==> config.mk <==
export PLATFORM = sky130hd
export DESIGN_NAME = i2c_wcmd_rx
export DESIGN_NICKNAME = d
export VERILOG_FILES = /design/src/rtl/i2c_wcmd_rx.sv
export SDC_FILE = /design/constraint.sdc
export NUM_CORES = 1
export LEC_CHECK = 0
export ABC_AREA = 1
export BUFFER_PORTS_ARGS = -buffer_cell sky130_fd_sc_hd__buf_2
export CORE_MARGIN = 2
export CORE_UTILIZATION = 37
export CTS_CLUSTER_SIZE = 28
export DETAILED_ROUTE_END_ITERATION = 12
export SKIP_LAST_GASP = 1
export SYNTH_ARGS = -nofsm -noshare
export SYNTH_HDL_FRONTEND = slang
export SYNTH_SLANG_ARGS = --single-unit
==> constraint.sdc <==
create_clock -name clk -period 2.4 [get_ports clk]
set_input_delay 0.12 -clock clk [delete_from_list [all_inputs] [get_ports clk]]
set_output_delay 0.12 -clock clk [all_outputs]
set_load 0.005 [all_outputs]
==> src/rtl/i2c_wcmd_rx.sv <==
module i2c_wcmd_rx #(
  parameter int         LOCKOUT_CYCLES = 2_500_000,
  parameter logic [7:0] DEV_ADDR       = 8'h88
) (
  input  logic       clk,
  input  logic       rst_n,
  input  logic       scl_i,
  input  logic       sda_i,
  output logic       sda_pull_o,
  output logic [7:0] rx_data_o,
  output logic       rx_valid_o
);

  localparam int LW = (LOCKOUT_CYCLES > 0) ? $clog2(LOCKOUT_CYCLES + 1) : 1;
  localparam logic [LW-1:0] LOCK_END = LW'(LOCKOUT_CYCLES);

  typedef enum logic [2:0] {S_IDLE, S_ADDR, S_DATA, S_WAIT_ACK, S_ACK} st_t;

  logic [LW-1:0] lock_cnt;
  logic [2:0]    scl_q, sda_q;
  logic [7:0]    sh;
  logic [2:0]    bit_cnt;
  logic          ack_hi;
  st_t           state;

  wire locked   = lock_cnt != LOCK_END;
  wire scl_rise = scl_q[1] & ~scl_q[2];
  wire scl_fall = ~scl_q[1] & scl_q[2];
  wire scl_held = scl_q[1] & scl_q[2];
  wire start_d  = scl_held & ~sda_q[1] & sda_q[2];
  wire stop_d   = scl_held & sda_q[1] & ~sda_q[2];
  wire [7:0] nxt_byte = {sh[6:0], sda_q[1]};

  always_ff @(posedge clk or negedge rst_n)
    if (!rst_n) lock_cnt <= '0;
    else if (locked) lock_cnt <= lock_cnt + 1'b1;

  always_ff @(posedge clk or negedge rst_n)
    if (!rst_n) begin
      scl_q <= 3'b111;
      sda_q <= 3'b111;
    end else begin
      scl_q <= {scl_q[1:0], scl_i};
      sda_q <= {sda_q[1:0], sda_i};
    end

  always_ff @(posedge clk or negedge rst_n) begin
    if (!rst_n) begin
      state      <= S_IDLE;
      sh         <= '0;
      bit_cnt    <= '0;
      ack_hi     <= 1'b0;
      sda_pull_o <= 1'b0;
      rx_data_o  <= '0;
      rx_valid_o <= 1'b0;
    end else begin
      rx_valid_o <= 1'b0;
      if (locked) begin
        state      <= S_IDLE;
        sda_pull_o <= 1'b0;
      end else if (start_d) begin
        state      <= S_ADDR;
        bit_cnt    <= '0;
        ack_hi     <= 1'b0;
        sda_pull_o <= 1'b0;
      end else if (stop_d) begin
        state      <= S_IDLE;
        sda_pull_o <= 1'b0;
      end else begin
        case (state)
          S_ADDR, S_DATA:
            if (scl_rise) begin
              sh      <= nxt_byte;
              bit_cnt <= bit_cnt + 3'd1;
              if (bit_cnt == 3'd7) begin
                if (state == S_ADDR) begin
                  state <= (nxt_byte == DEV_ADDR) ? S_WAIT_ACK : S_IDLE;
                end else begin
                  rx_data_o  <= nxt_byte;
                  rx_valid_o <= 1'b1;
                  state      <= S_WAIT_ACK;
                end
              end
            end
          S_WAIT_ACK:
            if (scl_fall) begin
              state      <= S_ACK;
              sda_pull_o <= 1'b1;
              ack_hi     <= 1'b0;
            end
          S_ACK:
            if (scl_rise) begin
              ack_hi <= 1'b1;
            end else if (scl_fall && ack_hi) begin
              sda_pull_o <= 1'b0;
              state      <= S_DATA;
              bit_cnt    <= '0;
            end
          default: ;
        endcase
      end
    end
  end

  p_quiet_lock_r2: assert property (@(posedge clk) disable iff (!rst_n)
    locked |-> (!sda_pull_o && !rx_valid_o));

  p_ack_after_byte_r3: assert property (@(posedge clk) disable iff (!rst_n)
    $rose(sda_pull_o) |-> $past(state == S_WAIT_ACK));

  p_single_strobe_r5: assert property (@(posedge clk) disable iff (!rst_n)
    rx_valid_o |=> !rx_valid_o);

  p_stop_idle_r7: assert property (@(posedge clk) disable iff (!rst_n)
    (stop_d && !start_d && !locked) |=> (state == S_IDLE && !sda_pull_o));

  p_pull_scl_low_r9: assert property (@(posedge clk) disable iff (!rst_n)
    (sda_pull_o != $past(sda_pull_o)) |-> !$past(scl_q[1]));

endmodule

Word level (Yosys, flattened, before mapping)

Cells that the tools add are included.

Bits in registers: 52
Bits in latches: 0
RAM bits: 0
Memory bits (read-only): 0
Input port bits: 4
Memories kept: 0

$add $sub $neg: 2
Multipliers: 0
Div/mod/pow operators: 0
Order comparisons: 0
Equality and inequality tests: 18
Shift operators: 0
Multiplexer cells: 36
Bitwise operators: 15
Reduce and logical (&&, ||, !) cells: 12

Operators with widths:

| cell                  | count |
|---|---|
| $mux 3                | 13 |
| $ne 5x5->1 const B    | 5 |
| $add 22x1->22 const B | 1 |
| $ne 22x22->1 const B  | 1 |
| $mux 1                | 17 |
| $ne 3x3->1 const B    | 5 |
| $reduce_and 6->1      | 2 |
| $reduce_and 5->1      | 2 |
| $pmux 3 s3            | 1 |
| $eq 8x8->1 const B    | 1 |
| $not 1->1             | 8 |
| $and 1x1->1           | 7 |
| $reduce_and 7->1      | 1 |
| $eq 3x2->1 const B    | 2 |
| $eq 3x3->1 const B    | 2 |
| $pmux 3 s2            | 1 |
| $reduce_bool 3->1     | 2 |
| $reduce_bool 6->1     | 1 |
| $reduce_bool 5->1     | 1 |
| $mux 2                | 2 |
| $pmux 1 s2            | 2 |
| $reduce_and 4->1      | 1 |
| $add 3x1->3 const B   | 1 |
| $eq 3x1->1 const B    | 1 |
| 3 further kinds       | 3 |

Longest topological paths before layout

Gate-level depths: netlist of the first run.

Depth in word-level cells: 9
Depth in mapped cells: 14
Mapped depth without buffers: 13

Worst setup path after synthesis of the first run

No wires, ideal clock.

Path type: reg-to-reg
Start: reg lock_cnt[0]
End: reg rx_data_o[6]
Arrival: 1.632 ns
Data required time: 2.285 ns
Slack: 0.652 ns
Cell stages (with the launch flop): 15
Buffers on the path: 1
Clock period less this slack: 1.748 ns
Path through: dfrtp_1 inv_1 ha_1 nand3_1 nor2_1 nand2_2 nor2_8 nand2_4 nor2_4 nand3_4 buf_6 nand2_2 inv_1 nor2_1 inv_1

Longest elaborated chain between the ends: 3

Ends and longest elaborated chain:

| element                           | line | source |
|---|---|---|
| start: declaration                | 19   | `logic [LW-1:0] lock_cnt;` |
| start signal: assignment          | 36   | `else if (locked) lock_cnt <= lock_cnt + 1'b1;` |
| $ne 22x22->1                      | 26   | `wire locked = lock_cnt != LOCK_END;` |
| $not 1->1 (no source line)        | -    |  |
| $reduce_and 7->1 (no source line) | -    |  |
| end signal: assignment            | 79   | `rx_data_o <= nxt_byte;` |
| end: declaration                  | 10   | `output logic [7:0] rx_data_o,` |

Every way passes these cells.
A chain may end at the register's enable or synchronous reset.

Final worst setup path of the first run

Start: reg lock_cnt[0]
End: reg bit_cnt[2]

Longest elaborated chain between the ends: 3

Ends and longest elaborated chain:

| element                           | line | source |
|---|---|---|
| $ne 22x22->1                      | 26   |  |
| $not 1->1 (no source line)        | -    |  |
| $reduce_and 6->1 (no source line) | -    |  |
| end signal: assignment            | 74   | `bit_cnt <= bit_cnt + 3'd1;` |
| end: declaration                  | 22   | `logic [2:0] bit_cnt;` |

Every way passes these cells.

==> results of run 1 <==
## synth_stat cells (all sizes together)
cell	instances
inv	67
buf	2
nand2	60
ha	4
xnor2	7
clkinv	1
nand4	6
nor4	1
dfstp	6
a21oi	11
nor3	12
dfrtp	46
or3	1
xor2	11
nand3	18
o21ai	6
o22ai	2
nor2	55
## cells by family (layout without fill, tap and decap cells)
family / after synthesis / count (layout)
buf+inv: 70 / 94
fa+ha+maj: 4 / 4
compound gates: 19 / 19
xor+xnor: 18 / 18
flops: 52 / 52
simple gates: 153 / 153
## flip-flops by register name (all words and copies together) (netlist names), 3 cells and up
signal	count
lock_cnt	22
rx_data_o	8
bit_cnt	3
sda_q	3
state	3
sh	7
scl_q	3
## worst min path at each step
| stage | from | endpoint | slack [ps] | cells after the start |
|---|---|---|---|---|
| after global placement | rst_n | lock_cnt[7]$_DFFE_PN0N_ | 50 | 1 |
| after floorplan | rst_n | ack_hi$_DFFE_PN0P_ | -180 | 0 |
| after global routing | rst_n | lock_cnt[7]$_DFFE_PN0N_ | 280 | 2 |
| final | rst_n | lock_cnt[7]$_DFFE_PN0N_ | 250 | 2 |
| after CTS | rst_n | sh[3]$_DFFE_PN0P_ | 250 | 2 |
| after detailed placement | rst_n | lock_cnt[7]$_DFFE_PN0N_ | 50 | 1 |
## routing by layer
metal | track usage | routed length [um] | vias to the layer above
li1 | - | - | 1001
met3 | 0.02639 | 94 | 5
met1 | 0.1863 | 2279 | 867
met4 | 0.04132 | 61 | 0
met5 | 0 | 0 | -
met2 | 0.2032 | 1953 | 17
## metrics by stage
stage                     power [uW]  worst slack (ps)  utilization  area, um^2  cells
after floorplan                913.0             652.2            -        2618    316
after global placement         937.1             559.6       0.4097        2799    425
after detailed placement       937.8             515.6       0.4097        2799    425
after CTS                       1537             477.5       0.4299        2937    436
after global routing            1581             211.7       0.4299        2937    436
final                           1514             505.5       0.4299        2937    436
## area by class of cell
cell class | count | area share
sequential | 52 | 0.4457
multi-input combinational | 194 | 0.3524
clock inverter | 2 | 0.01193
tap | 96 | 0.04090
clock buffer | 6 | 0.02471
inverter | 68 | 0.08692
timing repair buffer | 18 | 0.03749
## power by group
group	switching, uW	internal (uW)	leakage, uW
Combinational	25.0	9.56	0.000896
Clock	281	310	0.0000552
Sequential	3.31	885	0.000692
## what timing repair did
action | in CTS | in global routing
buffers inserted | 0 | 0
hold buffers | 3 | 0
hold endpoints to repair | 13 | 0
==> results.sh, run 1 <==
export IMPL_fmax_mhz=527.8
export IMPL_maxCapViolCount=0
export IMPL_cp_common_cell="nand3_1"
export IMPL_final_setup_tns_ps=0
export IMPL_syn_num_nets=324
export IMPL_ctsResizeCount=0
export IMPL_worstMarginPinSlew_ps=546.5
export IMPL_cp_start_kind="register"
export IMPL_yosysUniqueCellTypes=29
export IMPL_core_rowCount=30
export IMPL_hold_viol=0
export IMPL_path_cells="inv_1, ha_1, nand3_1, nor2_1, nand3_1, nor2_1, nand3_1, nor3_2, nand2_1, nand2_1"
export IMPL_diodes=0
export IMPL_critical_path_arrival_ps=2140
export IMPL_worst_ep_required_time_ps=2650
export IMPL_drtPass1Iterations=4
export IMPL_slowest_delay_ps=430
export IMPL_vdd_drop_max_v=0.0003251
export IMPL_fp_dieW_um=88.11
export IMPL_drive_gt1_frac=0.1353
export IMPL_ys_seq_area_frac=0.5000
export IMPL_synth_top_area_cell="dfrtp_1"
export IMPL_pin_count=14
export IMPL_route_final_wire_length_mm=4.388
export IMPL_synth_xor_area_frac=0.06023
export IMPL_fin_crit_ps=1895
export IMPL_yosys_area_share_simple=0.2787
export IMPL_period_share=0.7894
export IMPL_clockBufferDepth=2
export IMPL_worst_path_buf_inv=1
export IMPL_synth_avg_cell_area_um2=8.283
export IMPL_startpoint="lock_cnt[0]$_DFFE_PN0N_"
export IMPL_start_util=0.3832
export IMPL_ant_nets=0
export IMPL_critPathMaxFanout=6
export IMPL_grt_usage=0.1314
export IMPL_drc_errors=0
export IMPL_core_um2=6832
export IMPL_grt_pass1_wl_mm=8.107
export IMPL_cp_top_family="simple AND/OR/NAND/NOR gates"
export IMPL_layout_common_cells="inv_1, nand2_1, nor2_1"
export IMPL_multiInputGateArea_um2=1035
export IMPL_postSynthCellCount=316
export IMPL_syn_to_final_growth_pct=12.19
export IMPL_cts_tree="yes"
export IMPL_drt_iter0_drc=121
export IMPL_ff_latch_area_um2=1309
export IMPL_synth_compound_area_share=0.03728
export IMPL_root_buffer="clkbuf_8"
export IMPL_power_density_nw_per_um2=515.5
export IMPL_finalClockSkew_ps=3.512
export IMPL_fp_dieH_um=88.11
export IMPL_clock_sinks=52
export IMPL_htree_num_levels=2
export IMPL_wl_per_cell_um=10.06
export IMPL_mostFrequentLayoutCell="inv_1"
export IMPL_synthDominantCellAreaShare=0.4398
export IMPL_antenna_found_initial=0
export IMPL_netlist_area_um2=2618
export IMPL_dp_hpwl_mm=3.341
export IMPL_gp_congestion=0.8878
export IMPL_critPathKind="reg -> reg"
export IMPL_first_global_vias=1826
export IMPL_drv_slew=0
export IMPL_grt_max_degree=21
export IMPL_hp_class="in -> async"
export IMPL_hold_slack_ps=252.7
export IMPL_muxShareOfSynthArea=0
export IMPL_ys_warn_count=0
export IMPL_status="complete, no violations"
export IMPL_fillCellCount=709
export IMPL_synth_area_leaders="dfrtp_1, inv_1, nand2_1"
export IMPL_port_buffers=13
export IMPL_max_slew_margin_rel=0.6323
export IMPL_die_area_um2=7763
export IMPL_vias_per_cell=4.335
export IMPL_overflow=0
export IMPL_r2r_start="lock_cnt[0]$_DFFE_PN0N_"
export IMPL_reg2reg_slack_ps=510
export IMPL_vias=1890
export IMPL_setup_viol=0
export IMPL_clk_pin_slew_ps=90
export IMPL_cts_buffers=5
export IMPL_synth_fa_ha_area_frac=0.01912
export IMPL_nets=347
export IMPL_grt_setup_unrepaired="false"
export IMPL_synth_top_family_by_area="simple AND/OR/NAND/NOR gates"
export IMPL_rr_endpoint="bit_cnt[2]$_DFFE_PN0P_"
export IMPL_worstRegToRegCells=10
export IMPL_leakagePower_uw=0.001643
export IMPL_clock_latency_ps=300
export IMPL_ys_ff_latch=52
export IMPL_crit_path_end_kind="register"
export IMPL_cp_depth=10
export IMPL_endpoint="bit_cnt[2]$_DFFE_PN0P_"
export IMPL_cp_slowest_cell="dfrtp_1"
Note: power is estimated with default switching activity, not from simulation.
==> run 2, diff against run 1 <==
==> constraint.sdc (replaced) <==
create_clock -name clk -period 1.85 [get_ports clk]
set_input_delay 0.0925 -clock clk [delete_from_list [all_inputs] [get_ports clk]]
set_output_delay 0.0925 -clock clk [all_outputs]
set_load 0.005 [all_outputs]
==> run 2 against run 1 <==
  * Global-route usage increased by 0.58 points
  * First-iteration DRC count down 9.1%
  * Maximum frequency increased by 6.2%
  * Utilization up 5.1 points
  * Largest power group unchanged
  * Highest routed layer unchanged
==> results.sh, run 2 (synthesized netlist as in run 1, its figures left out) <==
export IMPL_status="complete, no violations"
export IMPL_vias_per_cell=4.386
export IMPL_overflow=0
export IMPL_maxCapViolCount=0
export IMPL_first_global_vias=1907
export IMPL_pin_count=14
export IMPL_largest_reg_flops=22
export IMPL_start_util=0.3832
export IMPL_syn_to_final_growth_pct=25.57
export IMPL_layout_common_cells="inv_1, nand2_1, nor2_1, dfrtp_1, buf_4"
export IMPL_wl_per_cell_um=10.69
export IMPL_worst_path_buf_inv=4
export IMPL_cp_top_family="simple AND/OR/NAND/NOR gates"
export IMPL_grt_pass1_wl_mm=8.328
export IMPL_power_density_nw_per_um2=576.1
export IMPL_clock_latency_ps=310
export IMPL_mostFrequentLayoutCell="inv_1"
export IMPL_clk_pin_slew_ps=100
export IMPL_gp_congestion=0.8460
export IMPL_slowest_delay_ps=400
export IMPL_critical_path_arrival_ps=2000
export IMPL_antenna_found_initial=0
export IMPL_drive_gt1_frac=0.2575
export IMPL_root_buffer="clkbuf_8"
export IMPL_drtPass1Iterations=4
export IMPL_pre_cts_slack_ps=55.43
export IMPL_hp_class="in -> async"
export IMPL_drt_iter0_drc=110
export IMPL_cts_buffers=5
export IMPL_max_slew_margin_rel=0.6681
export IMPL_nets=372
export IMPL_core_rowCount=30
export IMPL_regMostFlops="lock_cnt"
export IMPL_dp_hpwl_mm=3.417
export IMPL_utilization=0.4811
export IMPL_core_um2=6832
export IMPL_cts_tree="yes"
export IMPL_route_final_wire_length_mm=4.929
export IMPL_fmax_mhz=560.6
export IMPL_critPathKind="reg -> reg"
export IMPL_finalClockSkew_ps=9.101
export IMPL_drc_errors=0
export IMPL_top_regs="lock_cnt x22, rx_data_o x8, sh x7"
export IMPL_hold_viol=0
export IMPL_period_share=0.9643
export IMPL_grt_usage=0.1371
export IMPL_fp_dieW_um=88.11
export IMPL_path_cells="inv_2, ha_4, nand3_4, nor2_4, nand2_4, nor2_8, nand2_4, nor2_4, buf_12, nand3_4, nand2_1, inv_1, nor2_1, inv_1"
export IMPL_fin_crit_ps=1784
export IMPL_worstMarginPinSlew_ps=497.9
export IMPL_vias=2022
export IMPL_ant_nets=0
export IMPL_critPathMaxFanout=4
export IMPL_grt_max_degree=33
export IMPL_die_area_um2=7763
export IMPL_diodes=0
export IMPL_setup_slack_ps=66.14
export IMPL_grt_setup_unrepaired="true"
export IMPL_clockBufferDepth=2
export IMPL_worst_ep_required_time_ps=2060
export IMPL_cp_slowest_cell="dfrtp_1"
export IMPL_setup_viol=0
export IMPL_port_buffers=13
export IMPL_leakagePower_uw=0.001783
export IMPL_drv_slew=0
export IMPL_vdd_drop_max_v=0.0004041
export IMPL_htree_num_levels=2
export IMPL_crit_path_end_kind="register"
export IMPL_fp_dieH_um=88.11
export IMPL_clock_sinks=52
export IMPL_cp_start_kind="register"
## run 2: final cells by class
cell class	count	area [um^2]
fillers	690	3545
flip-flops and latches	52	1310
multi-input cells	196	1181
repair buffers	41	324.1
inverters	68	255.2
well taps	96	120.1
clock buffers	5	68.82
clock inverters	3	27.53
## run 2: worst reg2reg max path, cell delays in order (launching register included)
cell	delay, ps
dfrtp_1	400
inv_2	80
ha_4	140
nand3_4	80
nor2_4	120
nand2_4	70
nor2_8	130
nand2_4	80
nor2_4	170
buf_12	130
nand3_4	80
nand2_1	70
inv_1	30
nor2_1	70
inv_1	40
## run 2: metrics by stage
stage / instances / total power [uW] / area, um^2 / TNS [ps] / hold WS [ps]
finish: 461 / 1894 / 3287 / 0 / 272.3
global route: 461 / 1971 / 3287 / -408.8 / 342.8
CTS: 449 / 1912 / 3035 / 0 / 293.4
detailed placement: 438 / 1219 / 2909 / 0 / 104.6
global placement: 438 / 1219 / 2909 / 0 / 102.5
floorplan: 316 / 1184 / 2618 / 0 / -203.1
## run 2: power breakdown
group | switching [uW] | internal (uW)
clock network | 409 | 278
registers | 5.16 | 1150
logic | 36.0 | 17.1
## run 2: path summary, 6_finish.rpt
| path | startpoint | end | slack, ps | depth (start not counted) |
|---|---|---|---|---|
| worst max-delay path | lock_cnt[1]$_DFFE_PN0N_ | rx_data_o[3]$_DFFE_PN0P_ | 70 | 14 |
| worst min-delay path | rst_n | sda_pull_o$_DFFE_PN0P_ | 270 | 2 |
| worst max register to register | lock_cnt[1]$_DFFE_PN0N_ | rx_data_o[3]$_DFFE_PN0P_ | 70 | 14 |
| worst min register to register | sda_q[0]$_DFF_PN1_ | sda_q[1]$_DFF_PN1_ | 360 | 0 |
| max in group asynchronous | rst_n | scl_q[2]$_DFF_PN1_ | 980 | 3 |
| min in group clk | sda_q[0]$_DFF_PN1_ | sda_q[1]$_DFF_PN1_ | 360 | 0 |
## run 2: timing repair
item	in CTS	in global routing
hold buffers	3	0
gates resized for setup	0	34
endpoints found under the setup margin	0	24
endpoints found under the hold margin	22	0
buffers inserted	0	10
## run 2: routing by layer
layer  track usage  routed length [um]  vias up
li1              -                   -     1058
met1        0.1790                2392      946
met2        0.2245                2360       12
met3       0.02828                  96        6
met4       0.05372                  80        0
met5             0                   0        -
==> run 3, diff against run 2 <==
--- a/config.mk
+++ b/config.mk
@@ -5,12 +5,13 @@
 export SDC_FILE = /design/constraint.sdc
 export NUM_CORES = 1
 export LEC_CHECK = 0
-export ABC_AREA = 1
 export BUFFER_PORTS_ARGS = -buffer_cell sky130_fd_sc_hd__buf_2
 export CORE_MARGIN = 2
 export CORE_UTILIZATION = 37
 export CTS_CLUSTER_SIZE = 28
 export DETAILED_ROUTE_END_ITERATION = 12
+export PLACE_DENSITY = 0.62
+export RECOVER_POWER = 100
 export SKIP_LAST_GASP = 1
 export SYNTH_ARGS = -nofsm -noshare
 export SYNTH_HDL_FRONTEND = slang
==> run 3 against run 2 <==
  * The run now ends with setup timing left
  * Die area is 5.4% lower
  * Hold slack better by 26 ps
  * Register-to-register slack worse by 430 ps
  * Sequential power hardly changed
  * Cell count is 26% lower
  * Utilization is 1.8 points higher
  * Clock power hardly changed
  * Setup slack worse by 430 ps
  * Critical path depth is 10 lower
  * Count of clock-buffer cells in the layout stayed put
  * Routed wire length is 3.1% higher
  * Global-route usage is 1.3 points higher
==> results.sh, run 3 <==
export IMPL_status="complete, but fails checks"
export IMPL_violations="setup timing"
export IMPL_async_flop_share=1.000
export IMPL_grt_max_degree=31
export IMPL_synth_avg_cell_area_um2=12.34
export IMPL_port_buffers=13
export IMPL_clk_pin_slew_ps=100
export IMPL_drive_gt1_frac=0.3947
export IMPL_critPathMaxFanout=3
export IMPL_vias=1764
export IMPL_diodes=0
export IMPL_finalClockSkew_ps=9.454
export IMPL_vias_per_cell=5.143
export IMPL_worstMarginPinSlew_ps=570.5
export IMPL_wl_per_cell_um=14.82
export IMPL_overflow=0
export IMPL_power_density_nw_per_um2=593.9
export IMPL_core_um2=6386
export IMPL_rr_endpoint="bit_cnt[1]$_DFFE_PN0P_"
export IMPL_synth_most_common_cell="dfrtp_1"
export IMPL_cts_tree="yes"
export IMPL_ys_ff_latch=52
export IMPL_setup_slack_ps=-365.3
export IMPL_hold_slack_ps=298.0
export IMPL_dp_hpwl_mm=3.690
export IMPL_fin_crit_ps=2215
export IMPL_mostFrequentLayoutCell="dfrtp_1"
export IMPL_drc_errors=0
export IMPL_htree_num_levels=2
export IMPL_crit_path_end_kind="register"
export IMPL_antenna_found_initial=0
export IMPL_postSynthCellCount=200
export IMPL_worstRegToRegCells=4
export IMPL_fp_dieH_um=85.68
export IMPL_ys_flop_type="dfrtp_1"
export IMPL_hp_class="in -> async"
export IMPL_power_uw=1892
export IMPL_synthTopCellsByCount="dfrtp_1, nand3_1, xnor2_1"
export IMPL_synth_area_leaders="dfrtp_1, dfstp_2, mux2_4"
export IMPL_grt_setup_unrepaired="true"
export IMPL_vdd_drop_max_v=0.0003558
export IMPL_syn_to_final_growth_pct=29.04
export IMPL_final_area_um2=3186
export IMPL_critPathKind="reg -> reg"
export IMPL_drv_slew=0
export IMPL_grt_usage=0.1502
export IMPL_root_buffer="clkbuf_8"
export IMPL_reg2reg_slack_ps=-370
export IMPL_regMostFlops="lock_cnt"
export IMPL_pin_count=14
export IMPL_period_share=1.197
export IMPL_fmax_mhz=451.4
export IMPL_yosysUniqueCellTypes=43
export IMPL_clockBufferDepth=2
export IMPL_pre_cts_slack_ps=-360.4
export IMPL_ys_warn_count=0
export IMPL_die_area_um2=7341
export IMPL_first_global_vias=1841
export IMPL_maxCapViolCount=0
export IMPL_synth_top_area_cell="dfrtp_1"
export IMPL_synth_edf_count=0
export IMPL_nets=273
export IMPL_fp_dieW_um=85.68
export IMPL_clock_sinks=52
export IMPL_top_regs="lock_cnt x22, rx_data_o x8, sh x7"
export IMPL_critical_path_arrival_ps=2410
export IMPL_grt_pass1_wl_mm=8.728
export IMPL_max_slew_margin_rel=0.6197
export IMPL_layout_common_cells="dfrtp_1, buf_4, mux2_4"
export IMPL_hold_viol=0
export IMPL_largest_reg_flops=22
export IMPL_drt_iter0_drc=51
export IMPL_gp_congestion=0.7859
export IMPL_netlist_area_um2=2469
export IMPL_r2r_start="lock_cnt[6]$_DFFE_PN0N_"
export IMPL_fin_cells=343
export IMPL_drtPass1Iterations=4
export IMPL_clock_latency_ps=310
export IMPL_ys_seq_area_frac=0.5302
export IMPL_placedCellCount=330
export IMPL_syn_num_nets=208
export IMPL_cts_buffers=5
export IMPL_route_final_wire_length_mm=5.083
export IMPL_ant_nets=0
export IMPL_leakagePower_uw=0.001540
export IMPL_cp_start_kind="register"
export IMPL_synthDominantCellAreaShare=0.4663
export IMPL_start_util=0.3866
export IMPL_setup_viol=27
export IMPL_fillCellCount=564
export IMPL_core_rowCount=29
export IMPL_dpl_cell_area_um2=2965
export IMPL_worst_ep_required_time_ps=2050
[run 3: cell types whose count changed after synthesis, sizes merged, moves of 4 or more]
| cell | delta |
|---|---|
| a21oi | -7 |
| and3 | +7 |
| mux2 | +18 |
| nor2 | -46 |
| nor3 | -8 |
| nand3b | +4 |
| nand3 | -5 |
| nand2 | -51 |
| xnor2 | +6 |
| nor4b | +4 |
| inv | -63 |
[run 3: layout make-up]
cell class	instances	area (um^2)	share of cell area
Sequential cell	52	1309	0.4108
Clock buffer	5	68.82	0.02160
Timing Repair Buffer	62	467.9	0.1469
Inverter	4	15.01	0.004713
Multi-Input combinational cell	140	1201	0.3771
Tap cell	77	96.34	0.03024
Clock inverter	3	27.53	0.008641
[run 3: worst max-delay path by stage]
| stage | startpoint | to | slack, ps | depth (start not counted) |
|---|---|---|---|---|
| 3_5_place_dp | lock_cnt[6]$_DFFE_PN0N_ | bit_cnt[1]$_DFFE_PN0P_ | -360 | 4 |
| 4_1_cts | lock_cnt[6]$_DFFE_PN0N_ | bit_cnt[1]$_DFFE_PN0P_ | -370 | 4 |
| 2_1_floorplan | lock_cnt[6]$_DFFE_PN0N_ | bit_cnt[1]$_DFFE_PN0P_ | -350 | 4 |
| 5_1_grt | lock_cnt[6]$_DFFE_PN0N_ | bit_cnt[2]$_DFFE_PN0P_ | -420 | 4 |
| 3_3_place_gp | lock_cnt[6]$_DFFE_PN0N_ | bit_cnt[1]$_DFFE_PN0P_ | -310 | 4 |
| 6_report | lock_cnt[6]$_DFFE_PN0N_ | bit_cnt[1]$_DFFE_PN0P_ | -370 | 4 |
[run 3: what timing repair did]
item / 4_1_cts / 5_1_grt
hold endpoints to repair: 21 / 0
setup buffers: 0 / 4
cloned: 0 / 0
setup endpoints to repair: 30 / 30
pin swaps: 3 / 5
hold buffers: 3 / 0
gates resized for setup: 9 / 12
[run 3: worst max-delay path: stages, from the launching register on]
cell	delay, ps
dfrtp_1	390
or4_4	540
or4_4	550
a311oi_4	280
mux2_1	360
[run 3: stage by stage]
step | setup TNS, ps | utilization
3_5_place_dp | -7187 | 0.4643
6_report | -6709 | 0.4988
3_3_place_gp | -6191 | 0.4643
4_1_cts | -7088 | 0.4898
2_1_floorplan | -5601 | -
5_1_grt | -7948 | 0.4988
[run 3: cell families after synthesis]
family,Yosys count,share of synthesized area
AND/OR/NAND/NOR,79,0.2103
flip-flops,52,0.5302
XOR/XNOR,22,0.07806
multiplexers,20,0.1024
AO/OA/AOI/OAI,15,0.04613
buffers and inverters,8,0.01267
adder cells (fa/ha/maj),4,0.02027
[run 3: where the power goes]
group          leakage [uW]  switching (uW)  internal, uW
Clock             0.0000463             407           279
Sequential         0.000692            5.26          1150
Combinational      0.000802            32.0          21.3
Total               0.00154             444          1450
[run 3: per-layer routing]
metal | routed length, um | GRT usage | vias to the layer above
met2 | 2475 | 0.2486 | 20
met3 | 121 | 0.02887 | 4
met5 | 0 | 0 | -
met1 | 2440 | 0.1995 | 879
met4 | 44 | 0.04762 | 0
li1 | - | - | 861
